### config.mk
export PLATFORM = sky130hd
export DESIGN_NAME = skip_ctrl
export DESIGN_NICKNAME = d
export VERILOG_FILES = /design/src/rtl/skip_pkg.sv /design/src/rtl/skip_decode.sv /design/src/rtl/skip_history.sv /design/src/rtl/skip_flag.sv /design/src/rtl/skip_ctrl.sv
export SDC_FILE = /design/constraint.sdc
export NUM_CORES = 1
export LEC_CHECK = 0
export BUFFER_PORTS_ARGS = -buffer_cell sky130_fd_sc_hd__buf_2
export CAP_MARGIN = 20
export CORE_UTILIZATION = 35
export CTS_BUF_LIST = sky130_fd_sc_hd__clkbuf_8
export DETAILED_ROUTE_END_ITERATION = 10
export PLACE_DENSITY_LB_ADDON = 0.2
export SLEW_MARGIN = 25
export SYNTH_ARGS = -nofsm -noshare
export SYNTH_HDL_FRONTEND = slang
export SYNTH_HIERARCHICAL = 1
export SYNTH_SLANG_ARGS = --single-unit
export TNS_END_PERCENT = 10
### constraint.sdc
create_clock -name clk -period 5.4 [get_ports clk]
set_clock_uncertainty 0.05 [all_clocks]
set_input_delay 1.08 -clock clk [delete_from_list [all_inputs] [get_ports clk]]
set_output_delay 1.08 -clock clk [all_outputs]
set_load 0.01 [all_outputs]
### src/rtl/skip_pkg.sv
// Shared types and opcode classification for the skip control unit.
// Assumes 8-bit opcodes, with the encodings listed in the requirements.
package skip_pkg;

    localparam int OPC_W = 8;

    typedef enum logic [1:0] {
        RUN_NONE = 2'd0,
        RUN_ACC  = 2'd1,
        RUN_LREG = 2'd2,
        RUN_HBIT = 2'd3
    } run_kind_e;

    // Kind of immediate load that takes part in the run rule.
    function automatic run_kind_e classify_run(input logic [OPC_W-1:0] op);
        if (op[7:4] == 4'b0111)      return RUN_ACC;
        else if (op[7:4] == 4'b0100) return RUN_LREG;
        else if (op[7:1] == 7'b0010010) return RUN_HBIT;
        else                         return RUN_NONE;
    endfunction

    // True for opcodes that load the skip flag from the datapath condition.
    function automatic logic loads_flag(input logic [OPC_W-1:0] op);
        return (op[7:4] == 4'b0110) ||
               (op[7:2] == 6'b000001) ||
               (op == 8'b00100010) ||
               (op == 8'b00011100) ||
               (op == 8'b00001111) ||
               (op == 8'b00001110) ||
               (op == 8'b00101000) ||
               (op == 8'b00100000);
    endfunction

endpackage

### src/rtl/skip_decode.sv
// Opcode classifier: this module reports the run kind of a word and
// whether the word loads the skip flag. It is purely combinational.
module skip_decode
    import skip_pkg::*;
#(
    parameter int W = OPC_W
) (
    input  logic [W-1:0] opcode,
    output run_kind_e    kind,
    output logic         flag_load
);
    // Classify the presented word.
    always_comb begin
        kind      = classify_run(opcode);
        flag_load = loads_flag(opcode);
    end
endmodule

### src/rtl/skip_history.sv
// Run history: this module remembers the run kind of the last first-word
// beat, whether that word was killed or not. It flags a hit when the
// current first word has the same non-empty kind. It assumes that
// second words are excluded through first_beat.
module skip_history
    import skip_pkg::*;
(
    input  logic      clk,
    input  logic      rst_n,
    input  logic      first_beat,
    input  logic      beat,
    input  run_kind_e kind,
    output logic      repeat_hit
);
    run_kind_e hist_q;

    // Record the kind of each first word. Reset forgets the history.
    always_ff @(posedge clk) begin
        if (!rst_n)          hist_q <= RUN_NONE;
        else if (first_beat) hist_q <= kind;
    end

    // Compare the current word against the recorded kind.
    always_comb repeat_hit = (kind != RUN_NONE) && (kind == hist_q);

    AST_HIST_IDLE: assert property (@(posedge clk) disable iff (!rst_n)
        !beat |=> $stable(hist_q));
endmodule

### src/rtl/skip_flag.sv
// Skip flag and two-word tracking. This module holds the flag, knows
// whether the next beat is a second word, and whether that second word
// must be dropped. It assumes that op_two_word is meaningful on first
// words only.
module skip_flag (
    input  logic clk,
    input  logic rst_n,
    input  logic beat,
    input  logic two_word,
    input  logic flag_load,
    input  logic cond,
    input  logic kill,
    output logic sf_q,
    output logic in_second,
    output logic drop_q
);
    logic pend_q;

    // Advance the flag and the word phase on every valid beat.
    always_ff @(posedge clk) begin
        if (!rst_n) begin
            sf_q      <= 1'b0;
            in_second <= 1'b0;
            drop_q    <= 1'b0;
            pend_q    <= 1'b0;
        end else if (beat) begin
            if (in_second) begin
                sf_q      <= !drop_q && pend_q && cond;
                in_second <= 1'b0;
                drop_q    <= 1'b0;
                pend_q    <= 1'b0;
            end else if (two_word) begin
                sf_q      <= 1'b0;
                in_second <= 1'b1;
                drop_q    <= kill;
                pend_q    <= !kill && flag_load;
            end else begin
                sf_q      <= !kill && flag_load && cond;
            end
        end
    end

    AST_SF_CONSUMED: assert property (@(posedge clk) disable iff (!rst_n)
        (beat && !in_second && sf_q) |=> !sf_q);
    AST_SF_IDLE: assert property (@(posedge clk) disable iff (!rst_n)
        !beat |=> $stable(sf_q));
    AST_OPERAND_DROP: assert property (@(posedge clk) disable iff (!rst_n)
        (beat && !in_second && two_word && kill) |=> (in_second && drop_q));
    AST_SF_AFTER_EXEC: assert property (@(posedge clk) disable iff (!rst_n)
        $rose(sf_q) |-> ($past(beat) && !$past(kill)));
endmodule

### src/rtl/skip_ctrl.sv
// Top of the skip control unit. It combines the skip flag, the run
// history and the two-word tracking into one kill for the presented word.
// It assumes one instruction word per valid beat, in program order.
module skip_ctrl
    import skip_pkg::*;
#(
    parameter int OP_W = OPC_W
) (
    input  logic            clk,
    input  logic            rst_n,
    input  logic            op_valid,
    input  logic [OP_W-1:0] op_code,
    input  logic            op_two_word,
    input  logic            sf_cond,
    output logic            kill
);
    run_kind_e kind;
    logic      flag_load;
    logic      repeat_hit;
    logic      sf_q;
    logic      in_second;
    logic      drop_q;
    logic      first_beat;

    skip_decode #(.W(OP_W)) u_dec (
        .opcode    (op_code),
        .kind      (kind),
        .flag_load (flag_load)
    );

    // Separate the first words from the operand words.
    always_comb first_beat = op_valid && !in_second;

    skip_history u_hist (
        .clk        (clk),
        .rst_n      (rst_n),
        .first_beat (first_beat),
        .beat       (op_valid),
        .kind       (kind),
        .repeat_hit (repeat_hit)
    );

    skip_flag u_flag (
        .clk       (clk),
        .rst_n     (rst_n),
        .beat      (op_valid),
        .two_word  (op_two_word),
        .flag_load (flag_load),
        .cond      (sf_cond),
        .kill      (kill),
        .sf_q      (sf_q),
        .in_second (in_second),
        .drop_q    (drop_q)
    );

    // A second word follows its first word. A first word yields to the flag or to the run rule.
    always_comb begin
        if (!op_valid)      kill = 1'b0;
        else if (in_second) kill = drop_q;
        else                kill = sf_q || repeat_hit;
    end

    AST_RUN_KILL: assert property (@(posedge clk) disable iff (!rst_n)
        (first_beat && repeat_hit) |-> kill);
    AST_FLAG_KILL: assert property (@(posedge clk) disable iff (!rst_n)
        (first_beat && sf_q) |-> kill);
endmodule

==> flow_summary_export.csv, run 1 <==
group,metric,value,unit
timing,max_freq,232.1,MHz
layout,flow.area_growth_from_synthesis,26.98,%
setup_path,timing.critical_path.cells,"buf_2 -> or3_1 -> or4b_1 -> a21boi_1 -> xnor2_1 -> a31o_1 -> o311a_1 -> buf_2",
layout,antenna_cells_inserted,0,
logic_synthesis,postSynthRegisterBits,6,
detailed_routing,postRouteAntennaNets,0,
layout,drive_gt1_frac,0.2754,
cts,postCtsSetupRepairBufs,0,
logic_synthesis,yosys.cell_types.count,30,
min_path,class_of_the_tightest_hold_or_removal_check,"flop to flop",
detailed_routing,wl,928,µm
place,gp_congestion,0.8503,
timing,relSlewSlack,0.7125,
power,seq_power_share,0.353,
timing,final.min_clock_period,4.308,ns
logic_synthesis,synth_nets,66,
place,dp.final_hpwl,711,µm
setup_path,start_kind,"input pin",
cts,post_cts.resized_instances,0,
setup_path,endpoint_kind,"primary output",
power,power.share.clock,0.501,
cts,clk-insertion-delay-late,0.22,ns
logic_synthesis,post_synth_instance_area,459.2,µm²
timing,setup_viol,0,
setup_path,reg2reg_setup_slack,3.76,ns
setup_path,required,4.27,ns
detailed_routing,drt-initial-drc-count,5,
power,peakVddDrop,0.2371,mV
setup_path,timing.critical_path.mode_cell,"buf_2",
setup_path,regToRegEndpoint,"u_flag/pend_q",
timing,worst_pin_slew,0.4258,ns
job,maxCapViolations,0,
power,p_per_area,228.2,mW/mm²
floorplan,num_rows,12,
layout,finish.net_count,84,
power,combinationalPowerShare,0.146,
detailed_routing,drc_errors,0,
logic_synthesis,ys_async_sr_fraction,0,
floorplan,core-area,0.001156,mm²
timing,fin_setup_tns,0,ns
power,leakage,0.0002151,µW
floorplan,die-area,0.001461,mm²
cts,cts_made_buffers,3,
setup_path,criticalPathCategory,"input pin to primary output",
logic_synthesis,syn_inst,53,
cts,ctsRootBufferMaster,"clkbuf_8",
grt,track_usage,0.1636,
cts,h_tree_level_count,1,
cts,cts.path.max_buffers,2,
grt,grt_overflow,0,
floorplan,die_w,38.22,µm
grt,first_global_vias,389,
logic_synthesis,ys.warnings.count,6,
grt,grt_max_degree,11,
setup_path,worst_setup_path_startpoint,"op_code[6]",
detailed_routing,dr.pass1.iters,3,
setup_path,r2r.worst_path.cells,6,
detailed_routing,per_cell_routed_wire_length,11.18,µm
cts,number_of_sinks_on_the_clock_net,6,
logic_synthesis,synth-edff-count,0,
cts,path_clk_slew,0.04,ns
logic_synthesis,postSynthAreaPerCell,8.664,µm²
floorplan,design.portCount,14,
timing,grt_setup_unrepaired,"false",
place,port_buffer_cells,13,
min_path,hold_path_depth,2,
outcome,outcome,"finished clean",
power,p_int,103.3,µW
cts,tritoncts,"built",
setup_path,endpoint,"kill",
setup_path,worst_r2r_startpoint,"u_hist/hist_q[1]",
floorplan,die_y,38.22,µm
logic_synthesis,synth_sequential_area_ratio,0.2616,
setup_path,critPathMaxStageDelay,0.48,ns
power,power.switching_fraction,0.2237,
power,p_sw,29.77,µW
floorplan,effective_utilization_at_floorplan,0.3972,
layout,finish.utilization,0.5043,
setup_path,crit_path_max_fanout,6,
setup_path,cp_slowest_cell,"or4b_1",
timing,finalMaxSlewViolations,0,
setup_path,critPathArrivalTime,3.18,ns
logic_synthesis,post_synth_top_flop,"dfxtp_1",
grt,grt_pass1_wl,1.676,mm
detailed_routing,drt-vias-per-instance,5.386,
timing,hold_viol_final,0,
cts,hold_buffers,0,
timing,period_share,0.7977,
detailed_routing,detailroute.via_count,447,
grt,grt_antenna_before_repair,0,
## cells in the mapped netlist, types with 2 or more instances
| library cell | count | area, µm² |
|---|---|---|
| dfxtp_1 | 6 | 120.1 |
| nand2b_1 | 4 | 25.02 |
| nor2b_1 | 4 | 25.02 |
| a21oi_1 | 3 | 15.01 |
| mux2i_1 | 3 | 30.03 |
| nand4b_1 | 3 | 26.28 |
| a31oi_1 | 2 | 12.51 |
| nand3_1 | 2 | 10.01 |
| nand3b_1 | 2 | 15.01 |
| nor2_1 | 2 | 7.510 |
| nor3b_1 | 2 | 15.01 |
| o21a_1 | 2 | 15.01 |
## layout by cell type, fill, tap and decap left out
cell type and count:
buf_2 13, dfxtp_1 6, nand2b_1 4, nor2b_1 4, clkbuf_8 3, nand4b_1 3, a21oi_1 3, mux2i_1 3
nand3b_1 2, nor3b_1 2, a31oi_1 2, nor2_1 2, nand3_1 2, o21a_1 2, and2b_2 1, o311a_1 1
or3_1 1, or4b_1 1, a21boi_1 1, nor4b_1 1, o21ai_0 1, o311ai_0 1, nor3_1 1, or3b_2 1
inv_1 1, nor4b_2 1, o21ai_1 1, nand2_1 1, and2_1 1, xnor2_1 1, and4bb_1 1, a31o_1 1
## layer usage
layer / vias to the layer above / routed length [µm] / share of wire / global-route usage
met5: - / 0 / 0 / 0
met4: 0 / 0 / 0 / 0.02679
met3: 0 / 37 / 0.040 / 0.07558
met2: 8 / 380 / 0.41 / 0.2246
met1: 201 / 509 / 0.55 / 0.2330
li1: 238 / - / - / -
## critical path, delay by kind of cell
kind	cells	cell delay (ns)
and+or+nand+nor	2	0.86
AOI/OAI and AO/OA	3	0.85
buffers and inverters	2	0.29
xor gates and xnor gates	1	0.10
## layout make-up
class,instances,area [µm²]
Multi-Input combinational cell,46,335.3
Clock buffer,3,41.29
Timing Repair Buffer,13,65.06
Inverter,1,3.754
Fill cell,113,573.1
Tap cell,14,17.52
Sequential cell,6,120.1
## power by group through the flow
stage	clock network (µW)	registers, µW	logic [µW]
2_1_floorplan	0	47.3	9.54
4_1_cts	69.1	47.0	19.5
5_1_grt	72.2	47.1	21.9
3_3_place_gp	0	47.6	19.4
3_5_place_dp	0	47.6	19.4
6_report	66.7	46.9	19.4
## logic make-up after synthesis
| family | after synthesis | synth area share |
|---|---|---|
| flops | 6 | 0.2616 |
| simple gates | 29 | 0.4550 |
| buf+inv | 1 | 0.008167 |
| mux | 3 | 0.06540 |
| compound gates | 13 | 0.1907 |
| xor+xnor | 1 | 0.01908 |
## sequential cells by signal, indices dropped and copies added, names as in the netlist
name	flops
u_flag/drop_q	1
u_flag/sf_q	1
u_flag/in_second	1
u_flag/pend_q	1
u_hist/hist_q	2
## how the worst min path moves through the flow
stage	start	end
finish	u_flag/sf_q	u_flag/sf_q
global route	u_flag/sf_q	u_flag/sf_q
CTS	u_flag/sf_q	u_flag/sf_q
detailed placement	u_flag/sf_q	u_flag/sf_q
global placement	u_flag/sf_q	u_flag/sf_q
floorplan	u_flag/sf_q	u_flag/sf_q
## through the flow
step	area [µm²]	total power (µW)	hold slack [ns]	instances	worst slack (ns)
after floorplan	459.2	56.82	0.3985	53	1.458
after detailed placement	541.8	67.02	0.4231	80	1.086
after CTS	583.1	135.5	0.4303	83	1.076
after global placement	541.8	66.98	0.4197	80	1.100
after global routing	583.1	141.3	0.4906	83	0.9553
final	583.1	133.1	0.4422	83	1.092
No activity file was read; power rests on OpenSTA's default activity.
==> inputs of run 2 (changes only) <==
- clock period: 5.4 -> 4.45 ns (I/O delays scaled with it)
==> run 2 against run 1 <==
  * Power grew 20%
  * Sequential share of layout area is the same
  * Sequential power grew 22%
  * Combinational power grew 21%
  * Die area is the same
  * Routed wire length shrank 1.6%
  * Largest cell class unchanged
  * Non-clock buffer count is the same
  * Core utilization is the same
  * Critical endpoint unchanged
  * Clock-buffer cell count is the same
==> flow_summary_export.csv, run 2 (synthesized netlist as in run 1, its figures left out) <==
group,metric,value,unit
outcome,outcome,"finished clean",
setup_path,critPathMaxStageDelay,0.47,ns
power,peakVddDrop,0.2583,mV
power,p_per_area,274.8,mW/mm²
grt,first_global_vias,381,
floorplan,die_w,38.22,µm
layout,most-common-layout-cells,"buf_2, dfxtp_1, nand2b_1, nor2b_1",
cts,cts_made_buffers,3,
min_path,class_of_the_tightest_hold_or_removal_check,"flop to flop",
layout,leading_cell_type_in_the_layout_fill_and_taps_excluded,"buf_2",
grt,grt_antenna_before_repair,0,
timing,max_freq,256.1,MHz
setup_path,timing.critical_path.cells,"buf_2 -> or3_1 -> or4b_1 -> a21boi_1 -> xnor2_1 -> a31o_1 -> o311a_1 -> buf_2",
layout,flow.area_growth_from_synthesis,26.98,%
floorplan,effective_utilization_at_floorplan,0.3972,
layout,drive_gt1_frac,0.2754,
power,power.share.clock,0.497,
power,p_sw,34.93,µW
cts,number_of_sinks_on_the_clock_net,6,
timing,relSlewSlack,0.7101,
place,dp.cells,80,
detailed_routing,drt-initial-drc-count,9,
layout,registers.top_by_ff_count,"u_hist/hist_q",
timing,setup_viol,0,
cts,tritoncts,"built",
detailed_routing,wl,913,µm
timing,grt_setup_unrepaired,"false",
setup_path,timing.critical_path.mode_cell,"buf_2",
floorplan,die-area,0.001461,mm²
cts,h_tree_level_count,1,
place,port_buffer_cells,13,
layout,antenna_cells_inserted,0,
setup_path,crit_path_max_fanout,6,
power,combinationalPowerShare,0.147,
cts,ctsRootBufferMaster,"clkbuf_8",
cts,hold_buffers,0,
floorplan,die_y,38.22,µm
cts,postCtsSetupRepairBufs,0,
cts,clk-insertion-delay-late,0.22,ns
detailed_routing,detailroute.via_count,452,
timing,fin_setup_tns,0,ns
floorplan,num_rows,12,
floorplan,design.portCount,14,
power,p_int,125.3,µW
setup_path,critPathArrivalTime,2.97,ns
timing,hold_viol_final,0,
layout,finish.net_count,84,
setup_path,start_kind,"input pin",
timing,worst_pin_slew,0.4294,ns
layout,post_layout_nonfiller_instances,83,
job,maxCapViolations,0,
place,placed_area,541.8,µm²
detailed_routing,drc_errors,0,
power,seq_power_share,0.356,
layout,max_ffs_per_register,2,
timing,finalMaxSlewViolations,0,
timing,final.min_clock_period,3.905,ns
setup_path,required,3.51,ns
setup_path,cp_slowest_cell,"or4b_1",
place,gp_congestion,0.8249,
grt,grt_pass1_wl,1.552,mm
cts,path_clk_slew,0.03,ns
place,dp.final_hpwl,707.3,µm
detailed_routing,drt-vias-per-instance,5.446,
grt,track_usage,0.1610,
setup_path,endpoint_kind,"primary output",
setup_path,criticalPathCategory,"input pin to primary output",
grt,grt_overflow,0,
detailed_routing,per_cell_routed_wire_length,11.00,µm
detailed_routing,postRouteAntennaNets,0,
cts,post_cts.resized_instances,0,
timing,setup_slack,0.5446,ns
power,power.switching_fraction,0.2181,
place,detailedPlace.worstSlack,0.5508,ns
floorplan,core-area,0.001156,mm²
timing,period_share,0.8776,
cts,cts.path.max_buffers,2,
grt,grt_max_degree,11,
detailed_routing,dr.pass1.iters,4,
layout,post_route_design_area,583.1,µm²
power,leakage,0.0002151,µW
-- run 2: cell counts in the layout (fill, tap and decap cells not counted) --
Identical to the previous run, type by type.
-- run 2: per-layer routing --
| metal | GRT usage | part of all wire | up-vias | routed length [µm] |
|---|---|---|---|---|
| li1 | - | - | 237 | - |
| met1 | 0.1929 | 0.53 | 203 | 481 |
| met2 | 0.2288 | 0.42 | 10 | 383 |
| met3 | 0.1047 | 0.047 | 2 | 43 |
| met4 | 0.05357 | 0.0044 | 0 | 4 |
| met5 | 0 | 0 | - | 0 |
-- run 2: final timing paths --
check,startpoint,endpoint,slack (ns),cells after the start
setup reg to reg,u_hist/hist_q[1],u_flag/pend_q,2.81,6
setup / recovery,op_code[6],kill,0.54,8
hold / removal,u_flag/sf_q,u_flag/sf_q,0.43,2
hold reg to reg,u_flag/sf_q,u_flag/sf_q,0.43,2
-- run 2: worst max-delay path, delay by kind of cell --
family                 cells  cell delay, ns
XOR/XNOR                   1            0.09
AO/OA/AOI/OAI              3            0.85
buffers and inverters      2            0.29
AND/OR/NAND/NOR            2            0.85
-- run 2: metrics by stage --
step	utilization	power, µW	hold WS (ns)
5_1_grt	0.5043	171.9	0.4832
6_report	0.5043	160.2	0.4285
3_3_place_gp	0.4686	81.34	0.4170
2_1_floorplan	-	68.94	0.3985
4_1_cts	0.5043	163.5	0.4357
3_5_place_dp	0.4686	81.30	0.4250
-- run 2: power by group through the flow --
stage / clock network [µW] / registers (µW) / logic (µW)
2_1_floorplan: 0 / 57.4 / 11.6
3_3_place_gp: 0 / 57.8 / 23.6
3_5_place_dp: 0 / 57.8 / 23.6
4_1_cts: 83.0 / 57.0 / 23.6
5_1_grt: 88.7 / 57.1 / 26.0
6_report: 79.6 / 57.0 / 23.5
-- run 2: layout make-up --
type / count / area, µm²
Timing Repair Buffer: 13 / 65.06
Inverter: 1 / 3.754
Sequential cell: 6 / 120.1
Multi-Input combinational cell: 46 / 335.3
Clock buffer: 3 / 41.29
Tap cell: 14 / 17.52
Fill cell: 110 / 573.1
